**config.mk**
```make
export PLATFORM = sky130hd
export DESIGN_NAME = coop_puf_regen
export DESIGN_NICKNAME = d
export VERILOG_FILES = /design/src/rtl/coop_puf_pkg.sv /design/src/rtl/coop_puf_classify.sv /design/src/rtl/coop_puf_sec_sel.sv /design/src/rtl/coop_puf_resolve.sv /design/src/rtl/coop_puf_regen.sv
export SDC_FILE = /design/constraint.sdc
export NUM_CORES = 1
export LEC_CHECK = 0
export BUFFER_PORTS_ARGS = -buffer_cell sky130_fd_sc_hd__buf_4
export CORE_MARGIN = 2
export CORE_UTILIZATION = 39
export CTS_CLUSTER_DIAMETER = 150
export DETAILED_ROUTE_END_ITERATION = 8
export PLACE_DENSITY = 0.86
export RECOVER_POWER = 100
export REMOVE_ABC_BUFFERS = 1
export SYNTH_ARGS = -nofsm -noshare
export SYNTH_HDL_FRONTEND = slang
export SYNTH_SLANG_ARGS = --single-unit
```
**constraint.sdc**
```tcl
create_clock -name clk_i -period 3 [get_ports clk_i]
set_input_delay 0.3 -clock clk_i [delete_from_list [all_inputs] [get_ports clk_i]]
set_output_delay 0.3 -clock clk_i [all_outputs]
set_load 0.02 [all_outputs]
```
**src/rtl/coop_puf_pkg.sv**
```systemverilog
package coop_puf_pkg;
  typedef enum logic [1:0] {
    RGN_LOW  = 2'd0,
    RGN_MID  = 2'd1,
    RGN_HIGH = 2'd2,
    RGN_BYP  = 2'd3
  } rgn_e;
endpackage

```
**src/rtl/coop_puf_classify.sv**
```systemverilog
module coop_puf_classify
  import coop_puf_pkg::*;
#(
  parameter int TEMP_W = 8
) (
  input  logic [TEMP_W-1:0] temp_i,
  input  logic [TEMP_W-1:0] lo_i,
  input  logic [TEMP_W-1:0] hi_i,
  input  logic              hlp_ok_i,
  output rgn_e              rgn_o
);
  logic below_lo, above_hi;
  assign below_lo = temp_i < lo_i;
  assign above_hi = temp_i > hi_i;

  // low wins when the bounds are reversed
  always_comb begin
    if (!hlp_ok_i)     rgn_o = RGN_BYP;
    else if (below_lo) rgn_o = RGN_LOW;
    else if (above_hi) rgn_o = RGN_HIGH;
    else               rgn_o = RGN_MID;
  end
endmodule

```
**src/rtl/coop_puf_sec_sel.sv**
```systemverilog
module coop_puf_sec_sel #(
  parameter int N_PAIRS = 64,
  parameter int IDX_W   = (N_PAIRS > 1) ? $clog2(N_PAIRS) : 1
) (
  input  logic               clk_i,
  input  logic               rst_ni,
  input  logic               en_i,
  input  logic [N_PAIRS-1:0] raw_i,
  input  logic [IDX_W-1:0]   idx_i,
  input  logic               inv_i,
  output logic               bit_o
);
  logic sel_bit;

  generate
    if ((1 << IDX_W) == N_PAIRS) begin : g_full
      assign sel_bit = raw_i[idx_i];
    end else begin : g_part
      // indices past the last pair read as 0
      always_comb begin
        sel_bit = 1'b0;
        for (int i = 0; i < N_PAIRS; i++) begin
          if (idx_i == IDX_W'(i)) sel_bit = raw_i[i];
        end
      end
    end
  endgenerate

  always_ff @(posedge clk_i or negedge rst_ni) begin
    if (!rst_ni)   bit_o <= 1'b0;
    else if (en_i) bit_o <= sel_bit ^ inv_i;
  end
endmodule

```
**src/rtl/coop_puf_resolve.sv**
```systemverilog
module coop_puf_resolve
  import coop_puf_pkg::*;
(
  input  rgn_e rgn_i,
  input  logic prim_i,
  input  logic sec_i,
  output logic bit_o
);
  always_comb begin
    unique case (rgn_i)
      RGN_MID:  bit_o = sec_i;
      RGN_HIGH: bit_o = ~prim_i;
      default:  bit_o = prim_i;
    endcase
  end
endmodule

```
**src/rtl/coop_puf_regen.sv**
```systemverilog
module coop_puf_regen
  import coop_puf_pkg::*;
#(
  parameter int TEMP_W  = 8,
  parameter int N_PAIRS = 64,
  localparam int IDX_W  = (N_PAIRS > 1) ? $clog2(N_PAIRS) : 1
) (
  input  logic               clk_i,
  input  logic               rst_ni,
  input  logic               req_i,
  input  logic [TEMP_W-1:0]  temp_i,
  input  logic               prim_bit_i,
  input  logic [N_PAIRS-1:0] raw_bits_i,
  input  logic               hlp_valid_i,
  input  logic [IDX_W-1:0]   hlp_sec_idx_i,
  input  logic               hlp_sec_inv_i,
  input  logic [TEMP_W-1:0]  hlp_t_lo_i,
  input  logic [TEMP_W-1:0]  hlp_t_hi_i,
  output logic               bit_o,
  output logic               valid_o,
  output logic [1:0]         region_o
);
  rgn_e rgn_d, rgn_q;
  logic prim_q, sec_q, valid_q;

  coop_puf_classify #(.TEMP_W(TEMP_W)) i_classify (
    .temp_i   (temp_i),
    .lo_i     (hlp_t_lo_i),
    .hi_i     (hlp_t_hi_i),
    .hlp_ok_i (hlp_valid_i),
    .rgn_o    (rgn_d)
  );

  coop_puf_sec_sel #(.N_PAIRS(N_PAIRS), .IDX_W(IDX_W)) i_sec_sel (
    .clk_i  (clk_i),
    .rst_ni (rst_ni),
    .en_i   (req_i),
    .raw_i  (raw_bits_i),
    .idx_i  (hlp_sec_idx_i),
    .inv_i  (hlp_sec_inv_i),
    .bit_o  (sec_q)
  );

  always_ff @(posedge clk_i or negedge rst_ni) begin
    if (!rst_ni) begin
      rgn_q   <= RGN_LOW;
      prim_q  <= 1'b0;
      valid_q <= 1'b0;
    end else begin
      valid_q <= req_i;
      if (req_i) begin
        rgn_q  <= rgn_d;
        prim_q <= prim_bit_i;
      end
    end
  end

  coop_puf_resolve i_resolve (
    .rgn_i  (rgn_q),
    .prim_i (prim_q),
    .sec_i  (sec_q),
    .bit_o  (bit_o)
  );

  assign valid_o  = valid_q;
  assign region_o = rgn_q;
endmodule

```
Word-level counts from Yosys, hierarchy flattened
Index checks and enable logic that the tools add are counted.
- bits in registers: 5
- input port bits: 100
- output and inout port bits: 4
- word-level logic and storage cells: 17
- order comparisons: 3
- equal/unequal tests: 2
- multiplexer cells: 6
- bitwise logic cells: 2
- operators with widths (operator ; count):
    $gt 8x8->1 ; 1
    $lt 8x8->1 ; 1
    $lt 6x7->1 const B ; 1
    $bmux 1 s6 ; 1
    $mux 2 ; 3
    $eq 2x1->1 const B ; 1
    $eq 2x2->1 const B ; 1
    $pmux 1 s2 ; 1
    $mux 1 ; 1
    $not 1->1 ; 1
    $xor 1x1->1 ; 1

Logic depth before layout (Yosys ltp)
Gate-level depths: netlist (run 1).
- word-level depth: 4
- depth in mapped cells: 9
- gate-level depth less buffers: 9

Hierarchy
A second synthesis (run 1) with hierarchy kept.
- cells, all modules: 137
- area, all modules: 1325.0 um2
- modules (own cells, without submodules) (module ; instances ; cells an instance ; area each (um2) ; sequential area each (um2)):
    coop_puf_sec_sel ; 1 ; 65 ; 705.7 ; 25.0
    coop_puf_classify ; 1 ; 56 ; 426.7 ; 0.0
    coop_puf_regen ; 1 ; 7 ; 133.9 ; 100.1
    coop_puf_resolve ; 1 ; 9 ; 58.8 ; 0.0

Worst setup path after synthesis (run 1)
Ideal clock, no wire load.
- path kind: input-to-reg
- start point: input hlp_sec_idx_i[0]
- end point: register i_sec_sel.bit_o
- setup time: 0.123 ns
- data arrival time: 1.706 ns
- data required time: 2.877 ns
- path slack: 1.172 ns
- stages on the path: 9
- buffers on the path: 2
- cell sequence: buf_6 -> buf_12 -> mux4_1 -> mux2i_1 -> mux2i_1 -> a31oi_1 -> o21ai_1 -> xnor2_1 -> a21oi_1
- word-level cells in the longest chain between the ends: 3
- ends and longest elaborated chain (element ; RTL line ; RTL):
    from (decl) ; coop_puf_regen.sv:15 ; input logic [IDX_W-1:0] hlp_sec_idx_i,
    $bmux 1 s6 ; coop_puf_sec_sel.sv:17 ; assign sel_bit = raw_i[idx_i];
    $mux 1 (implied by the code) ; coop_puf_sec_sel.sv:17 ;
    $xor 1x1->1 ; coop_puf_sec_sel.sv:31 ; else if (en_i) bit_o <= sel_bit ^ inv_i;
    to (signal assigned) ; coop_puf_sec_sel.sv:31 ;
    to (decl) ; coop_puf_sec_sel.sv:11 ; output logic bit_o
Every way passes these cells. The select of a mux whose other input is x is not followed.
A chain may end at the register's enable or synchronous reset.

Final worst setup path (run 1)
Ends and elaborated chain as after synthesis.

==> metrics.yaml, run 1 <==
finish:
  final_cell_area_mm2: 0.00201
  antenna_cells: 0
  drive_above_1_share_pct: 44.8
  area_delta_synth_final_pct: 64.4
  fin_nets: 339
  final_cell_mix: "95 x buf_4, 20 x inv_1, 17 x ha_1"
  layout_commonest_cell: "buf_4"
route:
  num_vias: 1342
  routed_wl_um: 3230
  antenna_left: 0
  dr.pass1.iters: 4
  vias_per_cell: 5.06
  drtIter0Drc: 19
  wire_per_inst_um: 12.2
  drc_errors: 0
placement:
  portBuffers: 103
  place.detailed.hpwl_um: 2930
  dpl_cell_area_mm2: 0.00200
  gp_congestion: 0.750
critical_path:
  r2r_slack_ps: 2190
  reg2reg_depth: 2
  required_ps: 3100
  cp_max_fo: 16
  cp.arrival_ps: 2370
  slowest_stage: "clkbuf_1"
  rr_endpoint: "region_o[0]"
  cp_slowest_stage_delay_ps: 690
  crit_chain: "clkbuf_1 -> mux4_1 -> a22o_1 -> o21ai_0 -> o21ai_1 -> xnor2_1 -> a21oi_1"
  r2r_start: "region_o[0]"
  worstSetupPathType: "primary input to flop"
  endpoint_kind: "flop"
  start_kind: "primary input"
die:
  start_util_pct: 40.4
  num_io_pins: 104
  die_w_um: 60.0
  fp-row-count: 20
  dieArea_mm2: 0.00360
  core_area_mm2: 0.00303
  die_y_um: 60.0
cts:
  numCtsBuffers: 3
  post_cts_buffers: 0
  cts_root_buffer: "clkbuf_4"
  clkTransAtPathRegs_ps: 50
  clk-insertion-delay-late_ps: 230
  clock-sinks: 5
  tritoncts: "built"
  cts_max_path_buffers: 2
  htreeDepth: 1
logic_synthesis:
  post-synth-top-area-fraction_pct: 32.2
  syn_area_mm2: 0.00122
  synth_cells: 118
  yosys-top-cells-area: "mux4_1 32%, ha_1 17%, dfrtp_1 10%"
  synth_seq_cells: 5
  synth.distinct_cells: 32
  synth_area_leader_cell: "mux4_1"
  syn_avg_cell_area_um2: 10.4
  synth_warnings: 0
  seq_area_frac_synth_pct: 10.2
worst_hold_path:
  hold_depth: 3
  whs_endpoint: "prim_q"
  worstHoldPathType: "primary input to flop"
  hold_start: "prim_bit_i"
sta:
  hold_viol: 0
  relSlewSlack_pct: 36.8
  holdWs_ps: 274
  fin_crit_ps: 2270
  setup_viol: 0
  grt_setup_unrepaired: "no"
  skew_ps: 0
  fin_setup_tns_ps: 0
  drv_slew: 0
  finalCritPeriodShare_pct: 75.7
  clock.fmax_mhz: 440
  worstMarginPinSlew_ps: 948
pwr:
  p_leak_nw: 1.09
  p_total_mw: 0.404
  vdd_drop_max_mv: 0.109
  power_per_cell_area_mw_per_mm2: 201
job:
  max_cap_viol_count: 0
global_route:
  antenna_found_initial: 0
  grt_usage_pct: 17.6
  grt_max_degree: 17
  overflow: 0
  grt_pass1_vias: 1288
  grt_first_pass_wirelength_um: 4800
run_status:
  status: "complete, no violations"
==> worst max-delay path by stage <==
stage / start / endpoint / slack, ps
global route: hlp_sec_idx_i[0] / i_sec_sel.bit_o / 590
detailed placement: hlp_sec_idx_i[0] / i_sec_sel.bit_o / 1000
CTS: hlp_sec_idx_i[0] / i_sec_sel.bit_o / 1250
floorplan: hlp_t_hi_i[1] / region_o[0] / 1310
global placement: hlp_sec_idx_i[0] / i_sec_sel.bit_o / 1020
finish: hlp_sec_idx_i[0] / i_sec_sel.bit_o / 730
==> state kept, by name, indices dropped and copies added, names as in the netlist <==
name and flops:
region_o 2, prim_q 1, i_sec_sel.bit_o 1, valid_o 1
==> synthesized netlist by cell type <==
master / instances
xnor2_1: 1
a31oi_1: 1
ha_1: 17
nor2b_1: 4
o21a_1: 4
o21ai_0: 6
buf_2: 1
mux4_2: 1
a211oi_1: 1
buf_12: 1
a2111oi_0: 1
o21ai_1: 1
a21o_1: 3
buf_6: 1
a22o_1: 2
a22oi_1: 2
nand2_1: 5
a221oi_1: 1
clkbuf_4: 1
nand4_1: 2
dfrtp_1: 5
inv_1: 20
o21bai_1: 1
clkbuf_1: 1
nand3_1: 3
mux4_1: 15
mux2i_1: 4
nand2b_1: 1
a21oi_1: 5
nor3_1: 1
nor2_1: 4
o31ai_1: 2
==> where the power goes <==
part / internal, mW / switching [mW]
registers: 0.0751 / 0.00499
clock network: 0.0503 / 0.0273
logic: 0.156 / 0.0905
total: 0.282 / 0.123
==> metrics by stage <==
stage,util [%],instances,worst slack [ps]
final,66.4,265,729
after global routing,66.4,265,587
after CTS,67.4,265,1250
after detailed placement,66.2,260,998
after global placement,66.2,260,1020
after floorplan,-,113,1310
==> cells by family (layout without fill, tap and decap cells) <==
family	after synthesis	count (layout)	share of synthesized area (%)
AOI/OAI and AO/OA	30	30	16.3
DFF	5	5	10.2
muxes	20	20	37.4
adders and majority gates	17	17	17.4
xor gates and xnor gates	1	1	0.717
and+or+nand+nor	20	20	7.98
buffers and inverters	25	128	10.0
==> area by class of cell <==
type                    count  area, um^2
fillers                   269        1020
multi-input cells          88         975
repair buffers            104         753
flip-flops and latches      5         125
inverters                  20        75.1
well taps                  44        55.1
clock buffers               4        26.3
==> per-layer routing <==
| metal | vias up | share of wire (%) | track usage, % |
|---|---|---|---|
| li1 | 671 | - | - |
| met1 | 601 | 35 | 16.6 |
| met2 | 66 | 54 | 36.2 |
| met3 | 4 | 9.6 | 4.11 |
| met4 | 0 | 1.3 | 5.08 |
| met5 | - | 0 | 0 |
==> critical path, delay by kind of cell <==
family                 cells  cell delay, ps
buffers and inverters      1             690
multiplexers               1             660
XOR/XNOR                   1             140
AO/OA/AOI/OAI              4             590
==> timing repair <==
action | CTS | global route
gates resized for setup | 0 | 0
hold endpoints to repair | 5 | 0
hold buffers | 1 | 0
Power figures use the tool's default switching activity.
==> inputs of run 2 (changes only) <==
==> constraint.sdc (replaced) <==
create_clock -name clk_i -period 2.1 [get_ports clk_i]
set_input_delay 0.21 -clock clk_i [delete_from_list [all_inputs] [get_ports clk_i]]
set_output_delay 0.21 -clock clk_i [all_outputs]
set_load 0.02 [all_outputs]
==> metrics.yaml, run 2 (same netlist as run 1, synthesis figures left out) <==
die:
  fp-row-count: 20
  die_y_um: 60.0
  die_w_um: 60.0
  num_io_pins: 104
  start_util_pct: 40.4
  core_area_mm2: 0.00303
  dieArea_mm2: 0.00360
critical_path:
  crit_cells: 7
  rr_endpoint: "region_o[0]"
  r2r_start: "region_o[0]"
  reg2reg_depth: 2
  cp_max_fo: 16
  crit_start: "hlp_sec_idx_i[0]"
  r2r_slack_ps: 1300
  critPathBufInv: 1
  cp_slowest_stage_delay_ps: 590
  required_ps: 2210
  slowest_stage: "mux4_1"
  critical_path.top_delay_family: "multiplexers"
  start_kind: "primary input"
  endpoint_kind: "flop"
  crit_chain: "buf_4 -> mux4_1 -> a22o_1 -> o21ai_0 -> o21ai_1 -> xnor2_1 -> a21oi_1"
  cp.arrival_ps: 1760
  cp-endpoint: "i_sec_sel.bit_o"
  worstSetupPathType: "primary input to flop"
pwr:
  p_total_mw: 0.574
  p_leak_nw: 1.09
  vdd_drop_max_mv: 0.175
  power_per_cell_area_mw_per_mm2: 285
  power.share.combinational_pct: 61.3
  sw_frac_of_total_pct: 29.7
  clkPwrFrac_pct: 18.7
  pwr-share-seq_pct: 19.9
  intPower_mw: 0.404
  p_switching_mw: 0.171
global_route:
  overflow: 0
  grt_first_pass_wirelength_um: 4640
  grt_usage_pct: 17.1
  grt_max_degree: 17
  antenna_found_initial: 0
  grt_pass1_vias: 1244
cts:
  cts_max_path_buffers: 2
  htreeDepth: 1
  clock-sinks: 5
  clkTransAtPathRegs_ps: 40
  numCtsBuffers: 3
  tritoncts: "built"
  cts_root_buffer: "clkbuf_4"
  clk-insertion-delay-late_ps: 240
finish:
  drive_above_1_share_pct: 45.7
  final_cell_area_mm2: 0.00202
  fin_nets: 339
  layout_commonest_cell: "buf_4"
  antenna_cells: 0
  largest_reg_flops: 2
  final_cell_mix: "96 x buf_4, 20 x inv_1, 17 x ha_1"
  area_delta_synth_final_pct: 65.0
  final_cells: 265
  fin_util_pct: 66.6
placement:
  portBuffers: 103
  gp_congestion: 0.750
  dpl.cell_count: 260
  dp_slack_ps: 177
  place.detailed.hpwl_um: 2930
  dpl_cell_area_mm2: 0.00200
route:
  num_vias: 1345
  drtIter0Drc: 50
  wire_per_inst_um: 11.9
  routed_wl_um: 3150
  drc_errors: 0
  vias_per_cell: 5.08
  antenna_left: 0
  dr.pass1.iters: 4
run_status:
  status: "complete, no violations"
sta:
  skew_ps: 0
  drv_slew: 0
  fin_crit_ps: 1650
  setup_ws_ps: 448
  worstMarginPinSlew_ps: 353
  grt_setup_unrepaired: "no"
  holdWs_ps: 184
  clock.fmax_mhz: 606
  relSlewSlack_pct: 75.9
  hold_viol: 0
  finalCritPeriodShare_pct: 78.6
  setup_viol: 0
  fin_setup_tns_ps: 0
worst_hold_path:
  worstHoldPathType: "primary input to flop"
job:
  max_cap_viol_count: 0
run 2: cell types whose count changed in the layout (fill, tap and decap cells not counted):
cell and change:
buf_4 +1, clkbuf_1 -2, clkbuf_4 +1
run 2: area by class of cell:
class,count,area (um^2)
repair buffers,104,761
fillers,263,1010
inverters,20,75.1
multi-input cells,88,975
well taps,44,55.1
clock buffers,4,26.3
flip-flops and latches,5,125
run 2: worst register-to-register path, cell delays in order (launching register included):
cell and delay (ps):
dfrtp_1 400, o21ai_0 180, o31ai_1 100
run 2: power by group through the flow:
stage	Sequential, mW	Clock [mW]	Combinational (mW)
final	0.115	0.108	0.352
after detailed placement	0.116	0	0.366
after global placement	0.116	0	0.358
after global routing	0.116	0.122	0.389
after floorplan	0.121	0	0.160
after CTS	0.115	0.112	0.368
run 2: worst min path at each step:
| stage | start | slack [ps] | depth (start not counted) | to |
|---|---|---|---|---|
| after floorplan | rst_ni | -90 | 0 | i_sec_sel.bit_o |
| after global placement | rst_ni | 10 | 1 | valid_o |
| after detailed placement | rst_ni | 10 | 1 | valid_o |
| after CTS | req_i | 140 | 1 | valid_o |
| after global routing | prim_bit_i | 210 | 3 | prim_q |
| final | prim_bit_i | 180 | 3 | prim_q |
run 2: per-layer routing:
| metal | GRT usage (%) | vias to the layer above | wire length [um] |
|---|---|---|---|
| met5 | 0 | - | 0 |
| met4 | 4.76 | 0 | 0 |
| met3 | 5.41 | 0 | 322 |
| met2 | 35.9 | 62 | 1760 |
| met1 | 14.8 | 614 | 1070 |
| li1 | - | 669 | - |
run 2: repair_timing:
| item | CTS | global route |
|---|---|---|
| buffers inserted | 0 | 0 |
| hold buffers | 1 | 0 |
| gates resized for setup | 0 | 0 |
| hold endpoints to repair | 5 | 0 |
==> inputs of run 3 (changes only) <==
==> constraint.sdc (replaced) <==
create_clock -name clk_i -period 1.6 [get_ports clk_i]
set_input_delay 0.16 -clock clk_i [delete_from_list [all_inputs] [get_ports clk_i]]
set_output_delay 0.16 -clock clk_i [all_outputs]
set_load 0.02 [all_outputs]
==> metrics.yaml, run 3 (same netlist as run 1, synthesis figures left out) <==
route:
  drtIter0Drc: 23
  drc_errors: 0
  antenna_left: 0
  wire_per_inst_um: 13.4
  num_vias: 1340
  dr.pass1.iters: 6
  routed_wl_um: 3610
  vias_per_cell: 4.98
global_route:
  grt_max_degree: 17
  antenna_found_initial: 0
  grt_usage_pct: 18.5
  grt_first_pass_wirelength_um: 4970
  grt_pass1_vias: 1293
  overflow: 0
cts:
  clock-sinks: 5
  numCtsBuffers: 3
  clk-insertion-delay-late_ps: 240
  clkTransAtPathRegs_ps: 40
  tritoncts: "built"
  cts_root_buffer: "clkbuf_4"
  htreeDepth: 1
  cts_max_path_buffers: 2
placement:
  place.detailed.hpwl_um: 3080
  dpl.cell_count: 263
  gp_congestion: 0.785
  portBuffers: 103
critical_path:
  slowest_stage: "o31ai_1"
  worstSetupPathType: "primary input to flop"
  cp_max_fo: 2
  critPathBufInv: 2
  crit_top_cell: "o21a_1"
  cp.arrival_ps: 1670
  critical_path.top_delay_family: "compound AO/OA/AOI/OAI gates"
  start_kind: "primary input"
  r2r_slack_ps: 760
  required_ps: 1740
  endpoint_kind: "flop"
  crit_chain: "buf_4 -> inv_1 -> ha_4 -> nor2b_1 -> o21a_1 -> o21a_1 -> o21a_1 -> o21bai_1 -> a22oi_1 -> o31ai_1"
  cp_slowest_stage_delay_ps: 260
sta:
  clock.fmax_mhz: 652
  hold_viol: 0
  fin_setup_tns_ps: 0
  fin_crit_ps: 1530
  skew_ps: 0
  drv_slew: 0
  relSlewSlack_pct: 75.8
  setup_viol: 0
  finalCritPeriodShare_pct: 95.8
  worstMarginPinSlew_ps: 353
finish:
  antenna_cells: 0
  fill_cells: 242
  fin_util_pct: 68.8
  final_cell_mix: "104 x buf_4, 20 x inv_1, 16 x ha_1"
  multiInputGateArea_um2: 990
  regArea_um2: 125
  layout_commonest_cell: "buf_4"
  drive_above_1_share_pct: 49.8
  final_cells: 269
  area_delta_synth_final_pct: 70.5
  largest_reg_flops: 2
  fin_nets: 343
die:
  die_y_um: 60.0
  dieArea_mm2: 0.00360
  start_util_pct: 40.4
  die_w_um: 60.0
  num_io_pins: 104
  core_area_mm2: 0.00303
  fp-row-count: 20
pwr:
  p_total_mw: 0.798
  power_per_cell_area_mw_per_mm2: 383
  p_leak_nw: 1.13
  vdd_drop_max_mv: 0.222
run_status:
  status: "complete, no violations"
worst_hold_path:
  worstHoldPathType: "primary input to flop"
job:
  max_cap_viol_count: 0
==> run 3: changes by cell type in the layout (fill, tap and decap cells not counted), sizes merged <==
cell    before  now
clkbuf      11    6
buf         96  105
==> run 3: timing repair <==
item	CTS	global route
setup buffers	0	1
hold buffers	1	0
endpoints found under the hold margin	5	0
resized for setup	1	5
pin swaps	0	4
setup endpoints to repair	1	3
==> run 3: power breakdown <==
part	internal, mW	leakage [nW]	switching (mW)
clock	0.0942	0.0150	0.0505
combinational	0.323	1.06	0.180
sequential	0.141	0.0566	0.0106
==> run 3: layout make-up <==
class / instances / share of cell area, %
tap: 44 / 2.64
sequential: 5 / 6.00
clock buffer: 4 / 1.26
inverter: 20 / 3.60
timing repair buffer: 108 / 39.0
multi-input combinational: 88 / 47.5
==> run 3: per-stage QoR <==
step	instance area, um^2	hold slack, ps	setup WS (ps)
6_report	2080	88.6	67.2
5_1_grt	2080	88.5	-24.3
4_1_cts	2070	82.1	17.3
3_5_place_dp	2030	-37.2	-264
3_3_place_gp	2030	-38.1	-225
2_1_floorplan	1170	-136	54.9
==> run 3: final timing paths <==
| path | from | end | cells past startpoint |
|---|---|---|---|
| hold / removal | req_i | valid_o | 1 |
| setup reg to reg | region_o[0] | region_o[0] | 2 |
| setup / recovery | hlp_t_hi_i[1] | region_o[0] | 10 |
| min in group asynchronous | rst_ni | region_o[0] | 2 |
| hold reg to reg | prim_q | prim_q | 2 |
| max in group asynchronous | rst_ni | region_o[1] | 2 |
==> run 3: per-layer routing <==
layer  part of all wire [%]  global-route usage [%]  vias to the layer above
li1                       -                       -                      676
met4                   0.64                    4.76                        0
met3                    9.5                    4.55                        4
met1                     34                    17.1                      592
met5                      0                       0                        -
met2                     56                    38.7                       68
